$ cat config.mk
export PLATFORM = sky130hd
export DESIGN_NAME = i2c_byte_master
export DESIGN_NICKNAME = d
export VERILOG_FILES = /design/src/rtl/i2c_bm_pkg.sv /design/src/rtl/i2c_bm_txn.sv /design/src/rtl/i2c_bm_rdmux.sv /design/src/rtl/i2c_byte_master.sv
export SDC_FILE = /design/constraint.sdc
export NUM_CORES = 1
export LEC_CHECK = 0
export BUFFER_PORTS_ARGS = -buffer_cell sky130_fd_sc_hd__clkbuf_2
export CAP_MARGIN = 5
export CELL_PAD_IN_SITES_DETAIL_PLACEMENT = 1
export CELL_PAD_IN_SITES_GLOBAL_PLACEMENT = 2
export CORE_ASPECT_RATIO = 0.6
export CORE_MARGIN = 8
export CORE_UTILIZATION = 30
export DETAILED_ROUTE_END_ITERATION = 10
export GPL_TIMING_DRIVEN = 0
export PLACE_DENSITY = 0.79
export SLEW_MARGIN = 30
export SYNTH_ARGS = -nofsm -noshare
export SYNTH_HDL_FRONTEND = slang
export SYNTH_SLANG_ARGS = --single-unit
export TNS_END_PERCENT = 20
$ cat constraint.sdc
create_clock -name clk -period 2.4 [get_ports clk]
set_input_delay 0.36 -clock clk [delete_from_list [all_inputs] [get_ports clk]]
set_output_delay 0.36 -clock clk [all_outputs]
set_load 0.02 [all_outputs]
$ cat src/rtl/i2c_bm_pkg.sv
package i2c_bm_pkg;
  typedef enum logic [1:0] {
    OP_START = 2'd0,
    OP_SEND  = 2'd1,
    OP_RECV  = 2'd2,
    OP_STOP  = 2'd3
  } bus_op_e;

  localparam int OFF_CTRL = 'h00;
  localparam int OFF_STAT = 'h04;
  localparam int OFF_OWN  = 'h08;
  localparam int OFF_DATA = 'h0C;
  localparam int OFF_LINE = 'h10;

  // control bits
  localparam int B_ACKCHK = 7;
  localparam int B_IEN    = 5;
  localparam int B_PEND   = 4;
  // status bits
  localparam int B_MODEHI = 7;
  localparam int B_BUSY   = 5;
  localparam int B_OE     = 4;
  localparam int B_NACK   = 0;

  localparam logic [1:0] MODE_MRX = 2'b10;
  localparam logic [1:0] MODE_MTX = 2'b11;
endpackage

$ cat src/rtl/i2c_bm_txn.sv
module i2c_bm_txn
  import i2c_bm_pkg::*;
#(
  parameter int BYTE_W = 8
) (
  input  logic              clk,
  input  logic              rst,
  input  logic              launch,
  input  bus_op_e           launch_op,
  input  logic [BYTE_W-1:0] launch_byte,
  input  logic              bus_done,
  output logic              bus_req,
  output bus_op_e           cur_op,
  output logic [BYTE_W-1:0] cur_byte,
  output logic              busy,
  output logic              done
);
  logic busy_q;

  always_ff @(posedge clk) begin
    if (rst) begin
      bus_req  <= 1'b0;
      busy_q   <= 1'b0;
      cur_op   <= OP_START;
      cur_byte <= '0;
    end else begin
      bus_req <= launch;
      if (launch) begin
        busy_q   <= 1'b1;
        cur_op   <= launch_op;
        cur_byte <= launch_byte;
      end else if (bus_done) begin
        busy_q <= 1'b0;
      end
    end
  end

  assign busy = busy_q;
  assign done = bus_done & busy_q;
endmodule

$ cat src/rtl/i2c_bm_rdmux.sv
module i2c_bm_rdmux
  import i2c_bm_pkg::*;
#(
  parameter int ADDR_W = 5,
  parameter int DATA_W = 8
) (
  input  logic              clk,
  input  logic              rst,
  input  logic              rd,
  input  logic [ADDR_W-1:0] addr,
  input  logic [DATA_W-1:0] ctrl,
  input  logic [DATA_W-1:0] stat,
  input  logic [DATA_W-1:0] own,
  input  logic [DATA_W-1:0] data,
  input  logic [DATA_W-1:0] line,
  output logic [DATA_W-1:0] rdata
);
  localparam logic [ADDR_W-1:0] A_CTRL = ADDR_W'(OFF_CTRL);
  localparam logic [ADDR_W-1:0] A_STAT = ADDR_W'(OFF_STAT);
  localparam logic [ADDR_W-1:0] A_OWN  = ADDR_W'(OFF_OWN);
  localparam logic [ADDR_W-1:0] A_DATA = ADDR_W'(OFF_DATA);
  localparam logic [ADDR_W-1:0] A_LINE = ADDR_W'(OFF_LINE);

  always_ff @(posedge clk) begin
    if (rst) begin
      rdata <= '0;
    end else if (rd) begin
      case (addr)
        A_CTRL:  rdata <= ctrl;
        A_STAT:  rdata <= stat;
        A_OWN:   rdata <= own;
        A_DATA:  rdata <= data;
        A_LINE:  rdata <= line;
        default: rdata <= '0;
      endcase
    end
  end
endmodule

$ cat src/rtl/i2c_byte_master.sv
module i2c_byte_master
  import i2c_bm_pkg::*;
#(
  parameter int ADDR_W = 5,
  parameter int DATA_W = 8
) (
  input  logic              clk,
  input  logic              rst,
  input  logic [ADDR_W-1:0] reg_addr,
  input  logic              reg_wr,
  input  logic              reg_rd,
  input  logic [DATA_W-1:0] reg_wdata,
  output logic [DATA_W-1:0] reg_rdata,
  output logic              irq,
  output logic              bus_req,
  output logic [1:0]        bus_op,
  output logic [DATA_W-1:0] bus_byte,
  input  logic              bus_done,
  input  logic              bus_ack,
  input  logic [DATA_W-1:0] bus_rdata
);
  localparam logic [ADDR_W-1:0] A_CTRL = ADDR_W'(OFF_CTRL);
  localparam logic [ADDR_W-1:0] A_STAT = ADDR_W'(OFF_STAT);
  localparam logic [ADDR_W-1:0] A_OWN  = ADDR_W'(OFF_OWN);
  localparam logic [ADDR_W-1:0] A_DATA = ADDR_W'(OFF_DATA);
  localparam logic [ADDR_W-1:0] A_LINE = ADDR_W'(OFF_LINE);
  localparam logic [DATA_W-1:0] ALL1   = {DATA_W{1'b1}};

  logic [DATA_W-1:0] ctrl_q, stat_q, own_q, data_q, line_q;
  logic              dacc_q, irq_q;
  logic [DATA_W-1:0] ctrl_n, stat_n, own_n, data_n, line_n;
  logic              dacc_n, irq_n;

  logic              launch;
  bus_op_e           launch_op;
  logic [DATA_W-1:0] launch_byte;
  logic              t_busy, t_done;
  bus_op_e           t_op;
  logic [DATA_W-1:0] t_byte;
  logic              slot_free;
  logic [1:0]        mode_n;
  logic              nack_hit;

  i2c_bm_txn #(.BYTE_W(DATA_W)) u_txn (
    .clk        (clk),
    .rst        (rst),
    .launch     (launch),
    .launch_op  (launch_op),
    .launch_byte(launch_byte),
    .bus_done   (bus_done),
    .bus_req    (bus_req),
    .cur_op     (t_op),
    .cur_byte   (t_byte),
    .busy       (t_busy),
    .done       (t_done)
  );

  i2c_bm_rdmux #(.ADDR_W(ADDR_W), .DATA_W(DATA_W)) u_rd (
    .clk  (clk),
    .rst  (rst),
    .rd   (reg_rd),
    .addr (reg_addr),
    .ctrl (ctrl_q),
    .stat (stat_q),
    .own  (own_q),
    .data (data_q),
    .line (line_q),
    .rdata(reg_rdata)
  );

  assign slot_free = ~t_busy;
  assign nack_hit  = ~bus_ack & ctrl_q[B_ACKCHK];

  always_comb begin
    ctrl_n      = ctrl_q;
    stat_n      = stat_q;
    own_n       = own_q;
    data_n      = data_q;
    line_n      = line_q;
    dacc_n      = dacc_q;
    irq_n       = irq_q;
    launch      = 1'b0;
    launch_op   = OP_START;
    launch_byte = data_q;

    // completion of the outstanding job
    if (t_done) begin
      case (t_op)
        OP_START: begin
          if (nack_hit) begin
            stat_n[B_NACK] = 1'b1;
            if (ctrl_n[B_IEN]) begin ctrl_n[B_PEND] = 1'b1; irq_n = 1'b1; end
          end else if (stat_q[B_MODEHI -: 2] == MODE_MRX) begin
            stat_n[B_NACK] = 1'b0;
            dacc_n         = 1'b0;
            launch         = 1'b1;
            launch_op      = OP_RECV;
          end else if (ctrl_n[B_IEN]) begin
            ctrl_n[B_PEND] = 1'b1;
            irq_n          = 1'b1;
          end
        end
        OP_SEND, OP_RECV: begin
          if (nack_hit) stat_n[B_NACK] = 1'b1;
          else if (t_op == OP_RECV) data_n = bus_rdata;
          if (ctrl_n[B_IEN]) begin ctrl_n[B_PEND] = 1'b1; irq_n = 1'b1; end
        end
        default: ;
      endcase
    end

    mode_n = stat_n[B_MODEHI -: 2];

    // register writes
    if (reg_wr) begin
      case (reg_addr)
        A_CTRL: begin
          ctrl_n = (reg_wdata & ~(DATA_W'(1) << B_PEND)) | (ctrl_n & (DATA_W'(1) << B_PEND));
          if (ctrl_n[B_PEND] && !reg_wdata[B_PEND]) begin
            ctrl_n[B_PEND] = 1'b0;
            irq_n          = 1'b0;
            if (!reg_wdata[B_IEN]) stat_n[B_BUSY] = 1'b0;
            if (stat_n[B_BUSY]) begin
              if (dacc_n) begin
                if (slot_free && (mode_n == MODE_MTX || mode_n == MODE_MRX)) begin
                  stat_n[B_NACK] = 1'b0;
                  dacc_n         = 1'b0;
                  launch         = 1'b1;
                  launch_op      = (mode_n == MODE_MTX) ? OP_SEND : OP_RECV;
                  launch_byte    = data_n;
                end
              end else begin
                ctrl_n[B_PEND] = 1'b1;
                irq_n          = 1'b1;
              end
            end
          end
        end
        A_STAT: begin
          stat_n = (reg_wdata & ~(DATA_W'(1) << B_BUSY)) | (stat_n & (DATA_W'(1) << B_BUSY));
          if (!reg_wdata[B_OE]) begin
            stat_n[B_BUSY] = 1'b0;
            dacc_n         = 1'b1;
            irq_n          = 1'b0;
          end else if (reg_wdata[B_MODEHI]) begin
            if (reg_wdata[B_BUSY]) begin
              stat_n[B_NACK] = 1'b0;
              stat_n[B_BUSY] = 1'b1;
              dacc_n         = 1'b0;
              if (slot_free) begin
                launch      = 1'b1;
                launch_op   = OP_START;
                launch_byte = data_n;
              end
            end else begin
              if (slot_free) begin
                launch    = 1'b1;
                launch_op = OP_STOP;
              end
              if (!ctrl_n[B_PEND]) stat_n[B_BUSY] = 1'b0;
              dacc_n = 1'b1;
            end
          end
        end
        A_OWN: begin
          if (!stat_q[B_OE]) own_n = reg_wdata;
        end
        A_DATA: begin
          if (stat_q[B_OE]) begin
            data_n = reg_wdata;
            dacc_n = 1'b1;
            if (slot_free && mode_n == MODE_MTX && stat_n[B_BUSY] && !ctrl_n[B_PEND]) begin
              stat_n[B_NACK] = 1'b0;
              dacc_n         = 1'b0;
              launch         = 1'b1;
              launch_op      = OP_SEND;
              launch_byte    = reg_wdata;
            end
          end
        end
        A_LINE: line_n = reg_wdata;
        default: ;
      endcase
    end

    // data register read side effect
    if (reg_rd && reg_addr == A_DATA) begin
      dacc_n = 1'b1;
      if (slot_free && mode_n == MODE_MRX && stat_n[B_BUSY] && !ctrl_n[B_PEND]) begin
        stat_n[B_NACK] = 1'b0;
        dacc_n         = 1'b0;
        launch         = 1'b1;
        launch_op      = OP_RECV;
      end
    end
  end

  always_ff @(posedge clk) begin
    if (rst) begin
      ctrl_q <= '0;
      stat_q <= '0;
      own_q  <= ALL1;
      data_q <= ALL1;
      line_q <= '0;
      dacc_q <= 1'b1;
      irq_q  <= 1'b0;
    end else begin
      ctrl_q <= ctrl_n;
      stat_q <= stat_n;
      own_q  <= own_n;
      data_q <= data_n;
      line_q <= line_n;
      dacc_q <= dacc_n;
      irq_q  <= irq_n;
    end
  end

  assign irq      = irq_q;
  assign bus_op   = t_op;
  assign bus_byte = t_byte;
endmodule

==> impl_metrics.env, run 1 <==
export IMPL_status="complete, but fails checks"
export IMPL_violations="negative setup slack"
export IMPL_peakVddDrop_mv=0.355
export IMPL_whs_ns=0.358
export IMPL_rows=30
export IMPL_layout_nets=513
export IMPL_rsz0062_at_grt="true"
export IMPL_drive_gt1_share_pct=24.8
export IMPL_die_x_um=153
export IMPL_io_buffers=43
export IMPL_clock_sinks=62
export IMPL_skew_ns=0.00679
export IMPL_io_pins=47
export IMPL_critical_path_class="reg -> reg"
export IMPL_dpl_hpwl_mm=10.0
export IMPL_synth_edf_count=0
export IMPL_crit_path_start_kind="register"
export IMPL_fmax_mhz=391
export IMPL_vias=3623
export IMPL_grt_first_pass_wirelength_mm=21.6
export IMPL_gp_routability_congestion=0.914
export IMPL_synthCells=420
export IMPL_tightest_slew_ns=0.836
export IMPL_power_frac_comb_pct=6.7
export IMPL_maxCapViolations=0
export IMPL_grt_max_degree=12
export IMPL_fin_crit_ns=2.56
export IMPL_netlist_area_um2=3380
export IMPL_ff2ff_path_depth=11
export IMPL_n_antenna_cell=0
export IMPL_dieArea_um2=15000
export IMPL_clk_latency_ns=0.34
export IMPL_fin_area_um2=4420
export IMPL_syn_to_final_growth_pct=30.6
export IMPL_seq_area_frac_synth_pct=36.7
export IMPL_p_sw_w=0.000650
export IMPL_synth_top_cell_area_share_pct=36.7
export IMPL_dr_first_iter_drc_count=271
export IMPL_grt_use_total_pct=18.5
export IMPL_worstHoldPathCells=3
export IMPL_drc=0
export IMPL_dpl_cell_area_um2=3820
export IMPL_cp_max_fo=5
export IMPL_setup_viol=13
export IMPL_total_power_w=0.00274
export IMPL_p_clk_share_pct=55.5
export IMPL_dp_cells=607
export IMPL_async_reset_ff_share_pct=0
export IMPL_critPathCaptureType="register"
export IMPL_seq_power_share_pct=37.8
export IMPL_p_sw_share_pct=23.8
export IMPL_synth_cell_types=61
export IMPL_hold_class="in -> reg"
export IMPL_start_util_pct=30.3
export IMPL_grt_pass1_vias=3768
export IMPL_min_period_over_period_pct=107
export IMPL_ys_warn_count=0
export IMPL_synth_top_area_cell="dfxtp_1"
export IMPL_core_area_um2=11100
export IMPL_clock_root_buffer="clkbuf_16"
export IMPL_layout_cells_non_filler=632
export IMPL_htree_levels=3
export IMPL_cts_buffers=9
export IMPL_powerDensity_nw_per_um2=620
export IMPL_clk_pin_slew_ns=0.06
export IMPL_ant_nets=0
export IMPL_post_synth_cell_area_avg_um2=8.06
export IMPL_cts_hold_buffers=0
export IMPL_worstPathArrival_ns=2.79
export IMPL_firstDrtPassIters=5
export IMPL_viasPerCell=5.73
export IMPL_intPower_w=0.00209
export IMPL_synthFlopType="dfxtp_1"
export IMPL_worst_slack_ns=-0.158
export IMPL_dieHeight_um=98.3
export IMPL_hold_viol=0
export IMPL_relSlewSlack_pct=44.3
export IMPL_overflow=0
export IMPL_drt_wirelength_per_cell_um=22.0
export IMPL_syn_nets=450
export IMPL_synth_ff_latch_count=62
export IMPL_ys_top_cells_by_area="dfxtp_1 37%, mux2i_1 7.7%, nand2_1 6.9%"
export IMPL_crit_required_ns=2.63
export IMPL_cts_tree="done"
export IMPL_utilization_pct=39.6
export IMPL_wl_mm=13.9
export IMPL_cts_buffer_depth=2
export IMPL_p_leak_nw=1.69
export IMPL_antenna_found_initial=0
export IMPL_final_max_slew_viol_count=0
==> sequential cells by signal (all words and copies together), names as in the netlist, 2 cells and up <==
signal	count
stat_q	8
u_txn.cur_op	2
own_q	8
u_txn.cur_byte	8
u_rd.rdata	8
data_q	8
line_q	8
ctrl_q	8
==> routing by layer <==
metal | up-vias | wire length, um | share of wire, % | GRT usage, %
met1 | 1820 | 6980 | 50 | 26.1
met2 | 121 | 5840 | 42 | 26.6
met4 | 0 | 104 | 0.75 | 3.93
li1 | 1672 | - | - | -
met5 | - | 0 | 0 | 0
met3 | 10 | 987 | 7.1 | 5.86
==> worst max-delay path: stages (launching register included) <==
cell,delay [ns]
dfxtp_4,0.35
buf_4,0.14
ha_4,0.15
nand3b_1,0.25
nor3_4,0.23
buf_6,0.15
o311a_4,0.21
a2111oi_4,0.04
buf_6,0.17
o32ai_4,0.42
o2bb2ai_1,0.12
o221a_1,0.22
==> Yosys cell counts (all sizes together) (4+ instances only) <==
library cell,n
nor3,11
o21ai,24
nand2b,6
or3,5
a222oi,8
nand2,63
clkbuf,20
a22oi,4
and3,4
o31ai,10
a21oi,40
buf,9
mux2i,26
inv,6
nand3,24
dfxtp,62
nor2,41
==> layout make-up <==
| class | instances | area, um^2 |
|---|---|---|
| plain buffers | 27 | 129 |
| clock buffers | 12 | 268 |
| clock inverters | 4 | 76.3 |
| fillers | 1330 | 6730 |
| inverters | 7 | 31.3 |
| multi-input cells | 323 | 2180 |
| flip-flops and latches | 62 | 1250 |
| well taps | 144 | 180 |
| repair buffers | 53 | 302 |
==> cell usage in the layout (no fill, tap or decap), types with 4 or more instances in the layout <==
cell type,instances
a222oi_1,8
or3_1,4
nor3_2,4
nand2_1,62
and3_1,4
nand2b_1,5
clkbuf_2,46
mux2i_1,26
o21ai_0,22
buf_6,5
buf_2,4
buf_4,8
o31ai_1,7
nor2_1,40
inv_1,4
clkbuf_1,16
a21oi_1,40
nand3_1,23
a22oi_1,4
dfxtp_1,60
clkbuf_16,10
nor3_1,4
==> power by group through the flow <==
stage | Clock (W) | Sequential (W) | Combinational [W]
after floorplan | 0 | 0.00106 | 0.0000897
after global placement | 0 | 0.00106 | 0.000172
after detailed placement | 0 | 0.00106 | 0.000173
after CTS | 0.00153 | 0.00103 | 0.000177
after global routing | 0.00159 | 0.00103 | 0.000197
final | 0.00152 | 0.00103 | 0.000183
==> what timing repair did <==
item                       4_1_cts  5_1_grt
setup endpoints to repair       15       27
setup buffers                    6        4
gates resized for setup         25       17
cloned                           1        0
pin swaps                       14        8
hold endpoints to repair         0        0
==> final timing paths <==
check	from	end	slack [ns]
worst max-delay path	u_txn.cur_op[0]	u_txn.cur_byte[2]	-0.16
worst min-delay path	reg_wdata[2]	own_q[2]	0.36
worst max register to register	u_txn.cur_op[0]	u_txn.cur_byte[2]	-0.16
worst min register to register	ctrl_q[3]	ctrl_q[3]	0.46
==> through the flow <==
step,TNS (ns),setup WS (ns)
6_report,-0.751,-0.158
5_1_grt,-2.10,-0.240
4_1_cts,-0.627,-0.104
3_5_place_dp,-11.75,-0.761
3_3_place_gp,-10.60,-0.759
2_1_floorplan,-0.0106,-0.0106
==> logic make-up after synthesis <==
| family | count (synthesis) | synth area share [%] |
|---|---|---|
| AND/OR/NAND/NOR | 173 | 24.7 |
| AO/OA/AOI/OAI | 118 | 24.4 |
| flip-flops | 62 | 36.7 |
| buffers and inverters | 36 | 4.73 |
| multiplexers | 28 | 8.36 |
| adder cells (fa/ha/maj) | 3 | 1.11 |
No activity file was read; power rests on OpenSTA's default activity.
==> run 2, diff against run 1 <==
CORE_MARGIN = 2   (was 8)
CORE_UTILIZATION = 34   (was 30)
PLACE_DENSITY = 0.84   (was 0.79)
clock period = 2.9 ns   (was 2.4 ns; I/O delays follow)
==> run 2 against run 1 <==
  * The run now ends clean
  * Critical path type unchanged
  * Critical path depth unchanged
  * Clock power fell by 30%
  * Final cell count is 2.8% lower
  * Final area down 5.9%
  * Routed wire length shrank 5.3%
  * Hold slack improved by 0.075 ns
  * Fmax down 9.0%
  * Combinational power decreased by 18%
==> impl_metrics.env, run 2 (same netlist as run 1, synthesis figures left out) <==
export IMPL_worstPathCellList="inv_1 > ha_2 > or2_2 > o32ai_4 > nor3_1 > a2111oi_4 > buf_6 > o32a_2 > nand2b_2 > buf_6 > o221a_1"
export IMPL_rows=28
export IMPL_n_antenna_cell=0
export IMPL_fin_area_um2=4160
export IMPL_dpl_hpwl_mm=9.53
export IMPL_drive_gt1_share_pct=19.4
export IMPL_critical_path_class="reg -> reg"
export IMPL_cts_hold_buffers=0
export IMPL_start_util_pct=34.6
export IMPL_drc=0
export IMPL_seq_area_um2=1240
export IMPL_critPathCaptureType="register"
export IMPL_peakVddDrop_mv=0.266
export IMPL_io_buffers=43
export IMPL_clock_sinks=62
export IMPL_r2r_start="u_txn.cur_op[0]"
export IMPL_dpl_worst_slack_ns=-0.303
export IMPL_setup_viol=0
export IMPL_crit_path_start_kind="register"
export IMPL_wl_met1_mm=6.43
export IMPL_final_max_slew_viol_count=0
export IMPL_fin_crit_ns=2.81
export IMPL_skew_ns=0.00583
export IMPL_drt_wirelength_per_cell_um=21.4
export IMPL_clock_root_buffer="clkbuf_16"
export IMPL_syn_to_final_growth_pct=22.9
export IMPL_fmax_mhz=356
export IMPL_status="complete, no violations"
export IMPL_grt_max_degree=11
export IMPL_relSlewSlack_pct=45.9
export IMPL_viasPerCell=5.88
export IMPL_dpl_cell_area_um2=3770
export IMPL_worstPathArrival_ns=3.04
export IMPL_cts_buffer_depth=2
export IMPL_grt_pass1_vias=3460
export IMPL_rrSetupSlack_ns=0.09
export IMPL_powerDensity_nw_per_um2=499
export IMPL_worst_slack_ns=0.0894
export IMPL_hold_class="in -> reg"
export IMPL_hold_viol=0
export IMPL_timing_setup_tns_ns=0
export IMPL_startpoint="u_txn.cur_op[0]"
export IMPL_rsz0062_at_grt="true"
export IMPL_htree_levels=3
export IMPL_wl_met2_mm=5.46
export IMPL_core_area_um2=9770
export IMPL_fillCellCount=1191
export IMPL_die_x_um=133
export IMPL_dieHeight_um=81.3
export IMPL_final_cell_mix="62 x nand2_1, 62 x dfxtp_1, 43 x clkbuf_2"
export IMPL_gp_routability_congestion=0.921
export IMPL_min_period_over_period_pct=96.9
export IMPL_layout_nets=506
export IMPL_cpPeakStageDelay_ns=0.36
export IMPL_ff2ff_path_depth=11
export IMPL_grt_first_pass_wirelength_mm=19.8
export IMPL_ant_nets=0
export IMPL_firstDrtPassIters=5
export IMPL_grt_use_total_pct=24.5
export IMPL_clk_pin_slew_ns=0.05
export IMPL_wl_mm=13.2
export IMPL_wl_met3_mm=1.09
export IMPL_p_leak_nw=1.59
export IMPL_cpMostUsedCell="buf_6"
export IMPL_total_power_w=0.00207
export IMPL_cts_tree="done"
export IMPL_io_pins=47
export IMPL_dr_first_iter_drc_count=312
export IMPL_cp_max_fo=8
export IMPL_slowest_stage="dfxtp_1"
export IMPL_antenna_found_initial=0
export IMPL_cts_buffers=9
export IMPL_r2r_end="u_txn.cur_byte[2]"
export IMPL_endpoint="u_txn.cur_byte[2]"
export IMPL_multi_input_area_um2=2070
export IMPL_crit_required_ns=3.12
export IMPL_overflow=0
export IMPL_tightest_slew_ns=0.812
export IMPL_clk_latency_ns=0.34
export IMPL_maxCapViolations=0
export IMPL_vias=3608
export IMPL_dieArea_um2=10800
export IMPL_topRoutingLayerUsed="met4"
[run 2: worst min-delay path by stage]
stage	to	start	slack [ns]	cells past startpoint
finish	line_q[6]	reg_wdata[6]	0.43	3
detailed placement	stat_q[1]	stat_q[1]	0.45	2
CTS	line_q[6]	reg_wdata[6]	0.42	3
global placement	line_q[6]	line_q[6]	0.44	2
global route	ctrl_q[2]	reg_wdata[2]	0.45	3
floorplan	ctrl_q[0]	ctrl_q[0]	0.44	2
[run 2: cell type report]
class                   count  share of cell area [%]
multi-input cells         323                    49.8
flip-flops and latches     62                    29.8
clock buffers              10                    5.75
repair buffers             44                    5.45
well taps                 135                    4.06
plain buffers              29                    3.28
clock inverters             4                    1.17
inverters                   7                   0.632
[run 2: stage by stage]
| stage | instances | utilization (%) | hold WS [ns] |
|---|---|---|---|
| 6_report | 614 | 42.5 | 0.432 |
| 5_1_grt | 614 | 42.5 | 0.450 |
| 4_1_cts | 612 | 41.6 | 0.419 |
| 3_5_place_dp | 598 | 38.5 | 0.450 |
| 3_3_place_gp | 598 | 38.5 | 0.442 |
| 2_1_floorplan | 420 | - | 0.436 |
[run 2: layer usage]
| metal | track usage [%] | vias to the layer above |
|---|---|---|
| li1 | - | 1661 |
| met1 | 34.5 | 1780 |
| met2 | 36.7 | 153 |
| met3 | 5.62 | 14 |
| met4 | 8.49 | 0 |
| met5 | 0 | - |
[run 2: what timing repair did]
action	in CTS	in global routing
pin swaps	1	2
buffers inserted	0	1
cloned	0	1
hold endpoints to repair	0	0
endpoints found under the setup margin	10	12
resized for setup	2	14
[run 2: where the power goes]
part	switching (W)	internal (W)	leakage (nW)
registers	0.00000227	0.000856	0.500
logic	0.000107	0.0000428	0.950
clock network	0.000389	0.000676	0.144
[run 2: critical path: cells and delay by family (launching register included)]
family | cells | cell delay, ns
compound gates | 4 | 1.08
simple gates | 3 | 0.51
buf+inv | 3 | 0.43
flops | 1 | 0.36
fa+ha+maj | 1 | 0.33
==> run 3, diff against run 2 <==
PLACE_DENSITY = unset   (was 0.84)
PLACE_DENSITY_LB_ADDON = 0.08   (was unset)
==> run 3 against run 2 <==
  * Power rose by 2.0%
  * Critical path depth fell by 1
  * Clock power rose by 4%
  * Critical path type unchanged
  * Die area did not move
  * First-iteration DRC count fell by 0.64%
  * Fmax rose by 0.15%
  * Routed wire length rose by 1.6%
  * Utilization fell by 0.10 points
  * Global-route usage rose by 1.0 points
  * Hold slack got worse by 0.021 ns
  * Sequential power barely moved
  * Final area fell by 0.24%
==> impl_metrics.env, run 3 (same netlist as run 1, synthesis figures left out) <==
export IMPL_wl_mm=13.4
export IMPL_clock_sinks=62
export IMPL_fmax_mhz=356
export IMPL_fin_area_um2=4150
export IMPL_cts_hold_buffers=0
export IMPL_n_antenna_cell=0
export IMPL_rows=28
export IMPL_tightest_slew_ns=0.835
export IMPL_clock_root_buffer="clkbuf_16"
export IMPL_timing_setup_tns_ns=0
export IMPL_clk_latency_ns=0.34
export IMPL_whs_ns=0.412
export IMPL_critical_path_class="reg -> reg"
export IMPL_setup_viol=0
export IMPL_drc=0
export IMPL_status="complete, no violations"
export IMPL_clk_pin_slew_ns=0.06
export IMPL_grt_pass1_vias=3438
export IMPL_hold_viol=0
export IMPL_crit_path_start_kind="register"
export IMPL_dieArea_um2=10800
export IMPL_layout_nets=506
export IMPL_dieHeight_um=81.3
export IMPL_final_max_slew_viol_count=0
export IMPL_dp_cells=598
export IMPL_dpl_hpwl_mm=9.77
export IMPL_drt_wirelength_per_cell_um=21.7
export IMPL_viasPerCell=5.82
export IMPL_layout_cells_non_filler=616
export IMPL_cts_tree="done"
export IMPL_dr_first_iter_drc_count=310
export IMPL_grt_first_pass_wirelength_mm=20.3
export IMPL_overflow=0
export IMPL_drive_gt1_share_pct=19.5
export IMPL_fin_crit_ns=2.81
export IMPL_grt_use_total_pct=25.5
export IMPL_final_cell_mix="62 x nand2_1, 61 x dfxtp_1, 44 x clkbuf_2"
export IMPL_powerDensity_nw_per_um2=510
export IMPL_min_period_over_period_pct=96.8
export IMPL_cts_buffers=9
export IMPL_cts_buffer_depth=2
export IMPL_vias=3586
export IMPL_maxCapViolations=0
export IMPL_htree_levels=3
export IMPL_gp_routability_congestion=0.905
export IMPL_firstDrtPassIters=4
export IMPL_peakVddDrop_mv=0.290
export IMPL_crit_required_ns=3.13
export IMPL_hold_class="in -> reg"
export IMPL_io_pins=47
export IMPL_dpl_cell_area_um2=3770
export IMPL_ant_nets=0
export IMPL_layout_commonest_cell="nand2_1"
export IMPL_rsz0062_at_grt="false"
export IMPL_relSlewSlack_pct=44.3
export IMPL_critPathCaptureType="register"
export IMPL_p_leak_nw=1.59
export IMPL_total_power_w=0.00212
export IMPL_skew_ns=0.00948
export IMPL_die_x_um=133
export IMPL_cp_max_fo=5
export IMPL_worstPathArrival_ns=3.04
export IMPL_core_area_um2=9770
export IMPL_io_buffers=43
export IMPL_antenna_found_initial=0
export IMPL_start_util_pct=34.6
export IMPL_grt_max_degree=12
export IMPL_syn_to_final_growth_pct=22.6
## run 3: cell count changes in the layout (fill, tap and decap cells not counted), sizes merged
cell      change
buf           +1
clkinv        -1
clkinvlp      +2
## run 3: worst paths after layout
kind,slack [ns],end,cells after the start,from
setup / recovery,0.09,u_txn.cur_byte[2],10,u_txn.cur_op[0]
hold / removal,0.41,ctrl_q[6],3,reg_wdata[6]
setup reg to reg,0.09,u_txn.cur_byte[2],10,u_txn.cur_op[0]
hold reg to reg,0.46,ctrl_q[6],2,ctrl_q[6]
## run 3: through the flow
stage / util (%) / worst slack (ns)
after global placement: 38.5 / -0.245
after CTS: 41.8 / -0.0122
final: 42.4 / 0.0936
after detailed placement: 38.5 / -0.265
after global routing: 42.4 / 0.00873
after floorplan: - / 0.104
## run 3: layer usage
metal | global-route usage, % | vias to the layer above | part of all wire (%)
met2 | 37.1 | 104 | 40
li1 | - | 1666 | -
met4 | 7.42 | 0 | 1.2
met3 | 6.05 | 14 | 6.2
met5 | 0 | - | 0
met1 | 37.2 | 1802 | 52
## run 3: cell type report
class                   count  area (um^2)
well taps                 135          169
plain buffers              29          138
inverters                   7         26.3
fillers                  1209         5630
clock buffers              11          243
repair buffers             44          223
clock inverters             5         58.8
multi-input cells         323         2050
flip-flops and latches     62         1240
## run 3: power breakdown
group	leakage, nW	switching [W]	internal (W)
sequential	0.501	0.00000240	0.000856
combinational	0.951	0.000108	0.0000426
clock	0.142	0.000418	0.000689
## run 3: timing repair
| action | in CTS | in global routing |
|---|---|---|
| setup buffers | 0 | 1 |
| setup endpoints to repair | 11 | 13 |
| pin swaps | 2 | 2 |
| gates cloned | 0 | 1 |
| gates resized for setup | 3 | 11 |
## run 3: worst max-delay path, cell delays in order, from the launching register on
cell,delay [ns]
dfxtp_1,0.35
inv_1,0.09
ha_2,0.33
or2_2,0.31
o32ai_4,0.30
o311a_1,0.27
a2111oi_4,0.06
buf_4,0.19
o32ai_4,0.39
o2bb2ai_1,0.16
o221a_1,0.24
